==> config.mk <==
export PLATFORM = sky130hd
export DESIGN_NAME = wbuf_merge
export DESIGN_NICKNAME = d
export VERILOG_FILES = /design/src/rtl/wbuf_merge.sv
export SDC_FILE = /design/constraint.sdc
export NUM_CORES = 1
export LEC_CHECK = 0
export BUFFER_PORTS_ARGS = -buffer_cell sky130_fd_sc_hd__buf_2
export CORE_AREA = 3 3 257 259
export DETAILED_ROUTE_END_ITERATION = 10
export DIE_AREA = 0 0 260 262
export PLACE_DENSITY_LB_ADDON = 0.08
export SETUP_SLACK_MARGIN = 0.5
export SLEW_MARGIN = 30
export SYNTH_ARGS = -nofsm -noshare
export SYNTH_HDL_FRONTEND = slang
export SYNTH_SLANG_ARGS = --single-unit
==> constraint.sdc <==
create_clock -name clk -period 8.6 [get_ports clk]
set_input_delay 1.29 -clock clk [delete_from_list [all_inputs] [get_ports clk]]
set_output_delay 1.29 -clock clk [all_outputs]
set_load 0.1 [all_outputs]
==> src/rtl/wbuf_merge.sv <==
module wbuf_merge #(
  parameter int BLK_W  = 8,
  parameter int DATA_W = 32,
  parameter int DEPTH  = 4,
  parameter int HOLD   = 4
) (
  input  logic                  clk,
  input  logic                  rst_n,
  input  logic                  wr_valid,
  output logic                  wr_ready,
  input  logic [BLK_W+1:0]      wr_addr,
  input  logic [DATA_W-1:0]     wr_data,
  input  logic [BLK_W-1:0]      rd_blk,
  output logic [3:0]            rd_fwd_mask,
  output logic [4*DATA_W-1:0]   rd_fwd_data,
  output logic                  mem_valid,
  input  logic                  mem_ready,
  output logic [BLK_W-1:0]      mem_blk,
  output logic [3:0]            mem_mask,
  output logic [4*DATA_W-1:0]   mem_data
);
  localparam int WORDS = 4;
  localparam int PTR_W = $clog2(DEPTH);
  localparam int CNT_W = $clog2(DEPTH + 1);
  localparam int AGE_W = $clog2(HOLD + 2);

  logic [BLK_W-1:0]        e_blk [DEPTH];
  logic [WORDS-1:0]        e_msk [DEPTH];
  logic [WORDS*DATA_W-1:0] e_dat [DEPTH];

  logic [PTR_W-1:0] head, tail, hidx, wslot;
  logic [CNT_W-1:0] cnt;
  logic [AGE_W-1:0] age;
  logic             hit_any, wr_fire, alloc, pop;

  wire [BLK_W-1:0] wr_blk = wr_addr[BLK_W+1:2];
  wire [1:0]       wr_idx = wr_addr[1:0];
  wire [WORDS-1:0] wr_bit = WORDS'(1) << wr_idx;

  assign mem_valid = (cnt != '0) &&
                     (cnt > CNT_W'(1) || (&e_msk[head]) || age >= AGE_W'(HOLD));
  assign mem_blk   = e_blk[head];
  assign mem_mask  = e_msk[head];
  assign mem_data  = e_dat[head];
  assign pop       = mem_valid && mem_ready;

  always_comb begin
    logic [PTR_W-1:0] off;
    hit_any = 1'b0;
    hidx    = '0;
    for (int i = 0; i < DEPTH; i++) begin
      off = PTR_W'(i) - head;
      if (CNT_W'(off) < cnt && e_blk[i] == wr_blk &&
          !(mem_valid && PTR_W'(i) == head)) begin
        hit_any = 1'b1;
        hidx    = PTR_W'(i);
      end
    end
  end

  assign wr_ready = hit_any || cnt != CNT_W'(DEPTH);
  assign wr_fire  = wr_valid && wr_ready;
  assign alloc    = wr_fire && !hit_any;
  assign wslot    = alloc ? tail : hidx;

  always_ff @(posedge clk) begin
    if (wr_fire) begin
      if (alloc) begin
        e_blk[wslot] <= wr_blk;
        e_msk[wslot] <= wr_bit;
      end else begin
        e_msk[wslot] <= e_msk[wslot] | wr_bit;
      end
      for (int w = 0; w < WORDS; w++)
        if (wr_idx == 2'(w)) e_dat[wslot][w*DATA_W +: DATA_W] <= wr_data;
    end
  end

  always_ff @(posedge clk) begin
    if (!rst_n) begin
      head <= '0;
      tail <= '0;
      cnt  <= '0;
      age  <= '0;
    end else begin
      if (alloc) tail <= tail + PTR_W'(1);
      if (pop)   head <= head + PTR_W'(1);
      cnt <= cnt + CNT_W'(alloc) - CNT_W'(pop);
      if (pop || cnt == '0)          age <= '0;
      else if (age < AGE_W'(HOLD))   age <= age + AGE_W'(1);
    end
  end

  always_comb begin
    logic [PTR_W-1:0] s;
    rd_fwd_mask = '0;
    rd_fwd_data = '0;
    for (int k = 0; k < DEPTH; k++) begin
      s = head + PTR_W'(k);
      if (CNT_W'(k) < cnt && e_blk[s] == rd_blk)
        for (int w = 0; w < WORDS; w++)
          if (e_msk[s][w]) begin
            rd_fwd_mask[w] = 1'b1;
            rd_fwd_data[w*DATA_W +: DATA_W] = e_dat[s][w*DATA_W +: DATA_W];
          end
    end
  end
endmodule

* Word-level counts from Yosys, hierarchy flattened *
Memory sizes are Yosys's and may differ from the RTL's. A register that Yosys moved wholly into a read port is not among the register bits.
Cells that the tools add are included.

storage, ports and cells
  flip-flop bits (word level) = 10
  RAM bits = 560
  input bits = 54
  output and inout bits = 274
  word-level logic and storage cells = 156
  memories kept = 3

cells by class
  $add $sub $neg = 11
  order comparisons = 11
  eq/ne operators = 15
  shifts and indexed selects = 1
  mux-type cells = 73
  bitwise logic cells = 3
  reductions and logical operators = 35

memory list
  memory  depth  width  read ports  clocked after memory_dff  wr ports  line  RTL
  e_dat   4      128    4           1                         1         29    logic [WORDS*DATA_W-1:0] e_dat [DEPTH];
  e_blk   4      8      8           1                         1         27    logic [BLK_W-1:0] e_blk [DEPTH];
  e_msk   4      4      5           1                         1         28    logic [WORDS-1:0] e_msk [DEPTH];

operator list
  kind                   number
  $mux W128              4
  $mux W32               16
  $eq A8 B8 Y1           8
  $mux W1                39
  $logic_and A1 B1 Y1    20
  $mux W4                5
  $mux W2                9
  $lt A2 B3 Y1           4
  $lt A1 B3 Y1 const A   2
  $lt A2 B3 Y1 const A   2
  $logic_not A1 Y1       5
  $add A2 B1 Y2 const B  2
  $add A2 B2 Y2 const B  2
  $eq A2 B2 Y1 const A   2
  $eq A2 B2 Y1 const B   2
  $logic_not A2 Y1       2
  $logic_or A1 B1 Y1     4
  $or A4 B4 Y4           1
  $reduce_and A4 Y1      1
  $shl A1 B2 Y4 const A  1
  $sub A1 B2 Y2 const A  2
  $sub A2 B2 Y2 const A  2
  $add A3 B1 Y3          1
  $add A3 B1 Y3 const B  1
  other kinds (12)       12

* Logic depth before layout (Yosys ltp) *
Gate-level depths: netlist of run 1.

  depth in word-level cells = 18
  depth in mapped cells = 31
  depth with buffers taken out = 16

* Worst setup path after synthesis of run 1 *
OpenSTA, ideal clock, no wires.

  kind = reg2reg
  start = reg head[0]
  end = mem e_dat[1][0] (netlist bit), enable pin
  library setup time = 0.461 ns
  data arrival time = 8.471 ns
  required time = 8.139 ns
  slack = -0.332 ns
  cell stages (with the launch flop) = 28
  path buffers = 16
  period minus slack after synthesis = 8.932 ns
  cells stage by stage = dfxtp_1 > buf_4 > buf_6 > buf_4 > buf_2 > buf_2 > buf_4 > buf_2 > buf_2 > inv_1 > ha_1 > buf_6 > buf_8 > buf_2 > buf_2 > buf_1 > inv_1 > clkbuf_1 > clkbuf_1 > ha_1 > a21oi_1 > o211ai_1 > a41oi_2 > nor3_2 > a211o_1 > buf_2 > or4b_4 > nor3_1

between the ends
  longest elaborated chain between the ends = 12
  elaborated cells on any way between the ends = 42
  classes of those cells = 4 x add/sub; 4 x order compare; 3 x eq/ne; 10 x mux; 21 x reduce/logical

RTL lines
  what                                                             line    RTL
  start: declaration                                               31      logic [PTR_W-1:0] head, tail, hidx, wslot;
  start signal: assignment                                         87      if (pop) head <= head + PTR_W'(1);
  $sub A1 B2 Y2 / $logic_not A2 Y1 (equally long branches)         52, 54
  $lt A2 B3 Y1 / $logic_and A1 B1 Y1 (equally long branches)       53, 54
  $logic_and A1 B1 Y1 / $logic_not A1 Y1 (equally long branches)   53, 54
  $logic_and A1 B1 Y1                                              53      if (CNT_W'(off) < cnt && e_blk[i] == wr_blk &&
  $mux W1 (4 in a row)                                             53
  $logic_or A1 B1 Y1                                               61      assign wr_ready = hit_any || cnt != CNT_W'(DEPTH);
  $logic_and A1 B1 Y1                                              62      assign wr_fire = wr_valid && wr_ready;
  $mux W1 / $logic_and A1 B1 Y1 (equally long branches)            67, 63
  $mux W1 (implied by the code) / $mux W2 (equally long branches)  75, 64
  end: declaration                                                 29

Parallel ways exist; a longest one is shown, timed or not.

* Worst setup path in the final report of run 1 *
  start = reg head[1]
  end = out rd_fwd_data[72]

between the ends
  longest elaborated chain between the ends = 9
  elaborated cells on any way between the ends = 18
  classes of those cells = 3 x add/sub; 3 x eq/ne; 6 x mux; 3 x reduce/logical; 3 x memory

RTL lines
  what                 line  RTL
  $add A2 B1 Y2        99    s = head + PTR_W'(k);
  $mem_v2 Z4 W8        --
  $eq A8 B8 Y1         100   if (CNT_W'(k) < cnt && e_blk[s] == rd_blk)
  $logic_and A1 B1 Y1  100
  $mux W128            100
  $mux W32             102   if (e_msk[s][w]) begin
  $mux W128            100
  $mux W32             102
  $mux W128 *          100
  end: declaration     15    output logic [4*DATA_W-1:0] rd_fwd_data,

Every way passes the cells marked *; elsewhere a longest branch is shown, timed or not.

==> results of run 1 <==
metrics by stage:
stage                util  hold slack, ps  instance area, um2  std cells  setup WS [ps]
detailed placement  0.584             504               37500       3474           1720
floorplan               -             468               35100       2458            526
finish              0.617             511               39500       3586            993
global route        0.617             576               39500       3586            743
global placement    0.583             480               37400       3472           1710
CTS                 0.616             518               39500       3583           1010
path summary, 6_finish.rpt:
path / start / end / slack [ps]
max: head[1] / rd_fwd_data[72] / 990
min: age[1] / age[1] / 510
min reg2reg: age[1] / age[1] / 510
max reg2reg: head[1] / e_dat[2][78] / 2100
synth_stat cells, types with 21 or more instances:
library cell,instances,share of area
buf_2,64,0.0091
edfxtp_1,560,0.48
a211oi_1,35,0.0075
xnor2_1,24,0.0060
o22ai_1,28,0.0050
mux2_2,128,0.041
o21ai_1,44,0.0063
buf_1,27,0.0029
mux4_2,365,0.23
a211o_1,29,0.0072
clkbuf_1,117,0.013
mux2i_1,102,0.029
inv_1,21,0.0022
nor2_1,121,0.013
o31ai_1,39,0.0083
xor2_1,45,0.011
a21oi_1,68,0.0097
o211ai_1,76,0.016
nand2_1,222,0.024
o21ai_0,143,0.020
cell type report:
class                   instances  share of cell area
flip-flops and latches        572               0.432
clock inverters                34              0.0105
clock buffers                  75              0.0410
diodes                          1           0.0000633
inverters                      22             0.00222
well taps                     855              0.0271
multi-input cells            1641               0.433
repair buffers                386              0.0541
flip-flops by register name, indices dropped and copies added (netlist names), named ones only:
signal  flops
age         3
cnt         3
e_blk      32
e_msk      16
e_dat     512
head        2
tail        2
power by group:
part           switching, mW  internal, mW  total [mW]
combinational           2.47          1.16        3.64
clock                   1.08          1.62        2.71
sequential             0.112          3.17        3.28
critical path, cell delays in order, from the launching register on:
cell      delay, ps
dfxtp_4         800
inv_1           240
ha_4            540
buf_4           610
mux4_2          410
xnor2_1         150
nand4_1         210
nor3_2          460
o211ai_1        160
buf_4           270
inv_2           520
nor2_1          110
buf_4           230
a31oi_1         390
buf_2           520
routing by layer:
metal,vias to the layer above,part of all wire,global-route usage
li1,10539,-,-
met1,12929,0.36,0.397
met2,1357,0.50,0.525
met3,196,0.10,0.0784
met4,0,0.037,0.117
met5,-,0,0
cells by family (layout without fill, tap and decap cells):
| kind of cell | Yosys count | count (layout) | share of synthesized area |
|---|---|---|---|
| XOR/XNOR | 69 | 69 | 0.0172 |
| other | 0 | 1 | 0 |
| AND/OR/NAND/NOR | 412 | 412 | 0.0502 |
| flip-flops | 572 | 572 | 0.486 |
| AO/OA/AOI/OAI | 551 | 551 | 0.106 |
| adder cells (fa/ha/maj) | 14 | 14 | 0.00521 |
| multiplexers | 595 | 595 | 0.305 |
| buffers and inverters | 245 | 517 | 0.0311 |
==> results.py, run 1 <==
metrics = {
    "worst_setup_path": {
        "criticalPathCategory": "reg -> out",
        "arrival_ps": 6320,
        "reg2reg_depth": 13,
        "endpoint_kind": "output pin",
        "required_ps": 7310,
        "crit_path_start_kind": "flop",
        "path_max_fanout": 46,
    },
    "synthesis": {
        "synthDistinctLibCells": 61,
        "syn_inst": 2458,
        "synthFlopType": "edfxtp_1",
        "synth.net_count": 2526,
        "ys_seq_elements": 572,
        "synth_edf_count": 560,
        "ys_seq_area_frac": 0.486,
        "yosysWarnings": 0,
        "synth_async_sr_flop_share": 0,
        "syn-cell-area_um2": 35100,
        "post_synth.cell_area_avg_um2": 14.3,
    },
    "timing": {
        "slew_violations": 0,
        "skew_ps": 21.7,
        "rsz0062_at_grt": "false",
        "fin_crit_sh": 0.884,
        "max_freq_mhz": 131,
        "tightest_slew_ps": 1010,
        "setup_tns_ps": 0,
        "finalSetupViolations": 0,
        "relSlewSlack": 0.324,
        "hold_viol": 0,
        "layout_min_cycle_time_ps": 7610,
    },
    "finish": {
        "fillCellCount": 4770,
        "syn2layout_area_growth_pct": 12.7,
        "drive_gt1_frac": 0.380,
        "final_cell_mix": "560 x edfxtp_1, 365 x mux4_2, 327 x buf_2",
        "multiInputGateArea_um2": 17100,
        "layout.area.seq_um2": 17100,
        "final_common_cell": "edfxtp_1",
        "finalNetCount": 2752,
    },
    "routing": {
        "detail_route.iter0.violations": 2581,
        "via_per_inst": 6.98,
        "drc": 0,
        "ant_nets": 0,
        "dr.pass1.iters": 5,
        "vias": 25021,
        "wl_per_cell_um": 29.9,
        "routed_wl_mm": 107,
    },
    "clock_network": {
        "clkLatencyLatePin_ps": 640,
        "clkTransAtPathRegs_ps": 60,
        "clock-sinks": 572,
        "cts.htree.levels": 2,
        "ctsResizeCount": 0,
        "cts_made_buffers": 61,
        "clk_path_buf_depth": 3,
        "cts_tree": "yes",
        "cts_hold_buf": 0,
        "cts_setup_buffers": 0,
        "clock-root-buffer": "clkbuf_16",
    },
    "floorplan": {
        "start_util": 0.547,
        "die_w_um": 260,
        "fp.dieH_um": 262,
        "rows": 93,
        "ioPinCount": 328,
        "core_region_area_um2": 64100,
        "die_area_um2": 68100,
    },
    "power_and_ir_drop": {
        "p_leak_nw": 12.9,
        "powerDensity_nw_per_um2": 243,
        "ir_worst_vdd_v": 0.000163,
        "power.total_mw": 9.62,
    },
    "global_routing": {
        "grt_antenna_before_repair": 5,
        "grt_pass1_wl_mm": 158,
        "first_global_vias": 24819,
        "grt_max_degree": 136,
        "grt_use_total": 0.313,
        "grt-ovfl-total": 0,
    },
    "outcome": {
        "outcome": "finished clean",
    },
    "placed_design": {
        "place.gp.congestion": 0.884,
        "portBuffers": 327,
        "dp_hpwl_mm": 67.8,
    },
    "min_path": {
        "hold_depth": 2,
        "hp-class": "reg -> reg",
    },
    "flow_run": {
        "cap_violations": 0,
    },
}
Note: power is estimated with default switching activity, not from simulation.
==> run 2, diff against run 1 <==
--- a/config.mk
+++ b/config.mk
@@ -5,7 +5,7 @@
 export SDC_FILE = /design/constraint.sdc
 export NUM_CORES = 1
 export LEC_CHECK = 0
-export BUFFER_PORTS_ARGS = -buffer_cell sky130_fd_sc_hd__buf_2
+export BUFFER_PORTS_ARGS = -buffer_cell sky130_fd_sc_hd__buf_4
 export CORE_AREA = 3 3 257 259
 export DETAILED_ROUTE_END_ITERATION = 10
 export DIE_AREA = 0 0 260 262
==> results.py, run 2 (synthesized netlist as in run 1, its figures left out) <==
metrics = {
    "outcome": {
        "outcome": "finished clean",
    },
    "routing": {
        "routed_wl_mm": 108,
        "via_per_inst": 6.98,
        "detail_route.iter0.violations": 2733,
        "wl_per_cell_um": 30.2,
        "vias": 25002,
        "drc": 0,
        "ant_nets": 0,
        "dr.pass1.iters": 5,
    },
    "worst_setup_path": {
        "path_max_fanout": 66,
        "crit_path_start_kind": "flop",
        "arrival_ps": 6130,
        "endpoint_kind": "output pin",
        "required_ps": 7310,
        "criticalPathCategory": "reg -> out",
    },
    "global_routing": {
        "grt-ovfl-total": 0,
        "grt_max_degree": 174,
        "grt_use_total": 0.315,
        "grt_pass1_wl_mm": 159,
        "first_global_vias": 24864,
        "grt_antenna_before_repair": 5,
    },
    "finish": {
        "syn2layout_area_growth_pct": 15.5,
        "final_common_cell": "edfxtp_1",
        "finalNetCount": 2744,
        "final_cell_mix": "560 x edfxtp_1, 365 x mux4_2, 362 x buf_4",
        "largest_reg_flops": 512,
        "drive_gt1_frac": 0.378,
        "regMostFlops": "e_dat",
        "top_regs": "e_dat: 512 flops, e_blk: 32 flops, e_msk: 16 flops",
        "fillCellCount": 4715,
        "stdcell_area_um2": 40500,
        "utilization": 0.632,
    },
    "clock_network": {
        "clk_path_buf_depth": 3,
        "cts.htree.levels": 2,
        "clock-sinks": 572,
        "cts_hold_buf": 0,
        "clock-root-buffer": "clkbuf_16",
        "clkTransAtPathRegs_ps": 70,
        "cts_setup_buffers": 0,
        "clkLatencyLatePin_ps": 640,
        "cts_made_buffers": 60,
        "cts_tree": "yes",
        "ctsResizeCount": 0,
    },
    "power_and_ir_drop": {
        "switching_share": 0.378,
        "power_switching_mw": 3.70,
        "p_int_mw": 6.08,
        "powerDensity_nw_per_um2": 242,
        "p_comb_frac": 0.381,
        "ir_worst_vdd_v": 0.000187,
        "seqPwrFrac": 0.338,
        "p_clk_frac": 0.281,
        "p_leak_nw": 13.1,
    },
    "timing": {
        "layout_min_cycle_time_ps": 7420,
        "rsz0062_at_grt": "false",
        "finalSetupViolations": 0,
        "hold_viol": 0,
        "skew_ps": 36.0,
        "layout_setup_ws_ps": 1180,
        "tightest_slew_ps": 1000,
        "worst_hold_slack_ps": 517,
        "setup_tns_ps": 0,
        "relSlewSlack": 0.329,
        "slew_violations": 0,
        "max_freq_mhz": 135,
        "fin_crit_sh": 0.863,
    },
    "floorplan": {
        "start_util": 0.547,
        "core_region_area_um2": 64100,
        "die_area_um2": 68100,
        "die_w_um": 260,
        "ioPinCount": 328,
        "fp.dieH_um": 262,
        "rows": 93,
    },
    "placed_design": {
        "place_ws_ps": 1870,
        "placed_cell_area_um2": 38400,
        "place.gp.congestion": 0.904,
        "portBuffers": 327,
        "dp_hpwl_mm": 67.0,
    },
    "flow_run": {
        "cap_violations": 0,
    },
    "min_path": {
        "hp-class": "reg -> reg",
    },
}
run 2: power by group through the flow:
stage	Clock [mW]	Combinational [mW]	Sequential, mW
3_5_place_dp	0	3.72	3.36
4_1_cts	2.78	3.73	3.30
2_1_floorplan	0	3.03	3.27
6_report	2.75	3.73	3.30
5_1_grt	2.90	3.92	3.32
3_3_place_gp	0	3.66	3.36
run 2: per-layer routing:
metal	up-vias	part of all wire	track usage
met2	1322	0.49	0.512
met3	224	0.098	0.0692
met4	0	0.047	0.144
li1	10538	-	-
met1	12918	0.37	0.408
met5	-	0	0
run 2: critical path, cell delays in order (launching register included):
cell	delay, ps
dfxtp_4	850
inv_1	220
ha_4	900
mux4_2	420
xnor2_1	160
nand4_1	190
nor3_2	500
o211ai_1	170
buf_4	270
inv_2	520
nor2_1	120
buf_4	240
a31oi_1	470
buf_4	400
run 2: path summary, 6_finish.rpt:
| check | from | endpoint | slack (ps) | depth (start not counted) |
|---|---|---|---|---|
| max | head[0] | rd_fwd_data[94] | 1180 | 13 |
| min | age[1] | age[1] | 520 | 2 |
| min reg2reg | age[1] | age[1] | 520 | 2 |
| max reg2reg | flop | e_dat[2][115] | 2040 | 11 |
run 2: layout make-up:
type / instances / area, um2 / area share
Inverter: 22 / 87.6 / 0.00216
Clock inverter: 38 / 492 / 0.0121
Antenna cell: 2 / 5.00 / 0.000124
Tap cell: 855 / 1070 / 0.0264
Sequential cell: 572 / 17100 / 0.421
Multi-Input combinational cell: 1641 / 17100 / 0.423
Clock buffer: 74 / 1580 / 0.0389
Timing Repair Buffer: 379 / 3080 / 0.0759
run 2: stage by stage:
| step | instances | power, mW |
|---|---|---|
| finish | 3583 | 9.78 |
| global route | 3582 | 10.1 |
| CTS | 3580 | 9.82 |
| detailed placement | 3468 | 7.08 |
| global placement | 3460 | 7.02 |
| floorplan | 2458 | 6.30 |
==> run 3, diff against run 2 <==
--- a/config.mk
+++ b/config.mk
@@ -6,10 +6,11 @@
 export NUM_CORES = 1
 export LEC_CHECK = 0
 export BUFFER_PORTS_ARGS = -buffer_cell sky130_fd_sc_hd__buf_4
-export CORE_AREA = 3 3 257 259
+export CORE_AREA = 4 4 258 260
 export DETAILED_ROUTE_END_ITERATION = 10
-export DIE_AREA = 0 0 260 262
+export DIE_AREA = 0 0 262 264
 export PLACE_DENSITY_LB_ADDON = 0.08
+export RECOVER_POWER = 25
 export SETUP_SLACK_MARGIN = 0.5
 export SLEW_MARGIN = 30
 export SYNTH_ARGS = -nofsm -noshare
==> results.py, run 3 (synthesized netlist as in run 1, its figures left out) <==
metrics = {
    "timing": {
        "rsz0062_at_grt": "false",
        "tightest_slew_ps": 1400,
        "fin_crit_sh": 0.875,
        "hold_viol": 0,
        "setup_tns_ps": 0,
        "skew_ps": 23.3,
        "finalSetupViolations": 0,
        "relSlewSlack": 0.0659,
        "max_freq_mhz": 133,
        "layout_min_cycle_time_ps": 7520,
        "slew_violations": 0,
    },
    "clock_network": {
        "cts.htree.levels": 2,
        "clkLatencyLatePin_ps": 640,
        "cts_tree": "yes",
        "clock-sinks": 572,
        "clk_path_buf_depth": 3,
        "cts_setup_buffers": 0,
        "cts_hold_buf": 0,
        "ctsResizeCount": 0,
        "clock-root-buffer": "clkbuf_16",
        "clkTransAtPathRegs_ps": 60,
        "cts_made_buffers": 60,
    },
    "worst_setup_path": {
        "endpoint_kind": "output pin",
        "cp_cell_sequence": "inv_1, ha_4, buf_4, mux4_2, xnor2_1, nand4_1, nor3_2, o211a_2, buf_4, o211ai_1, o31ai_1, buf_4",
        "reg2reg_slack_ps": 1700,
        "crit_top_cell": "buf_4",
        "regToRegStartpoint": "head[1]",
        "r2r-end": "e_dat[3][112]",
        "arrival_ps": 6230,
        "required_ps": 7310,
        "path_max_fanout": 57,
        "reg2reg_depth": 13,
        "max_stage_delay_ps": 930,
        "crit_slowest_cell": "dfxtp_4",
        "crit_path_start_kind": "flop",
        "criticalPathCategory": "reg -> out",
    },
    "floorplan": {
        "ioPinCount": 328,
        "die_w_um": 262,
        "core_region_area_um2": 64100,
        "start_util": 0.547,
        "rows": 93,
        "fp.dieH_um": 264,
        "die_area_um2": 69200,
    },
    "finish": {
        "regMostFlops": "e_dat",
        "stdcell_area_um2": 40000,
        "finalNetCount": 2747,
        "largest_reg_flops": 512,
        "final_cell_mix": "560 x edfxtp_1, 365 x mux4_2, 342 x buf_4",
        "syn2layout_area_growth_pct": 14.0,
        "final_common_cell": "edfxtp_1",
        "top_regs": "e_dat: 512 flops, e_blk: 32 flops, e_msk: 16 flops",
        "drive_gt1_frac": 0.364,
        "fillCellCount": 4778,
    },
    "placed_design": {
        "portBuffers": 327,
        "placed_cell_area_um2": 38300,
        "place.gp.congestion": 0.867,
        "dp_hpwl_mm": 68.1,
    },
    "routing": {
        "vias": 25171,
        "via_per_inst": 7.03,
        "detail_route.iter0.violations": 2815,
        "wl_per_cell_um": 30.3,
        "drc": 0,
        "routed_wl_mm": 109,
        "ant_nets": 0,
        "dr.pass1.iters": 8,
    },
    "power_and_ir_drop": {
        "powerDensity_nw_per_um2": 237,
        "power.total_mw": 9.48,
        "ir_worst_vdd_v": 0.000196,
        "p_leak_nw": 12.9,
    },
    "global_routing": {
        "grt_antenna_before_repair": 4,
        "grt_use_total": 0.310,
        "grt_pass1_wl_mm": 161,
        "grt-ovfl-total": 0,
        "grt_max_degree": 160,
        "first_global_vias": 25168,
    },
    "min_path": {
        "holdCritStartpoint": "age[2]",
        "hp-class": "reg -> reg",
        "min_to": "age[2]",
        "hold_depth": 2,
    },
    "outcome": {
        "outcome": "finished clean",
    },
    "flow_run": {
        "cap_violations": 0,
    },
}
[run 3: how the worst max path moves through the flow]
stage | start | end | slack, ps | depth (start not counted)
final | head[1] | rd_fwd_data[31] | 1080 | 12
after global routing | head[1] | rd_fwd_data[30] | 740 | 12
after CTS | head[1] | rd_fwd_data[4] | 1030 | 12
after detailed placement | head[1] | e_dat[3][107] | 1730 | 13
after global placement | head[1] | rd_fwd_data[59] | 1700 | 12
after floorplan | head[0] | rd_fwd_data[65] | 530 | 20
[run 3: stage by stage]
stage | setup WS (ps) | util | instances | hold slack [ps]
after floorplan | 526 | - | 2458 | 468
after global placement | 1700 | 0.596 | 3469 | 482
after detailed placement | 1730 | 0.597 | 3471 | 527
after CTS | 1030 | 0.625 | 3580 | 541
after global routing | 736 | 0.624 | 3582 | 567
final | 1080 | 0.624 | 3582 | 545
[run 3: area by class of cell]
| cell class | count | area [um2] | area share |
|---|---|---|---|
| multi-input combinational | 1641 | 17100 | 0.428 |
| clock inverter | 37 | 246 | 0.00616 |
| tap | 855 | 1070 | 0.0267 |
| timing repair buffer | 382 | 2840 | 0.0709 |
| antenna | 1 | 2.50 | 0.0000626 |
| inverter | 22 | 87.6 | 0.00219 |
| sequential | 572 | 17100 | 0.427 |
| clock buffer | 72 | 1570 | 0.0392 |
[run 3: where the power goes]
group          internal (mW)  total (mW)  switching, mW
Combinational           1.25        3.74           2.48
Sequential              3.17        3.30          0.133
Clock                   1.37        2.45           1.07
[run 3: worst max-delay path, delay by kind of cell (launching register included)]
| kind | cells | cell delay [ps] |
|---|---|---|
| mux | 1 | 400 |
| buf+inv | 4 | 1620 |
| simple gates | 2 | 650 |
| flops | 1 | 930 |
| xor+xnor | 1 | 140 |
| fa+ha+maj | 1 | 630 |
| compound gates | 3 | 1180 |
[run 3: metal layers]
metal	global-route usage	up-vias	share of wire	wire, um
met5	0	-	0	0
met4	0.130	0	0.047	5110
met3	0.0645	248	0.11	12100
met2	0.494	1565	0.47	51300
met1	0.419	12834	0.37	40000
li1	-	10524	-	-
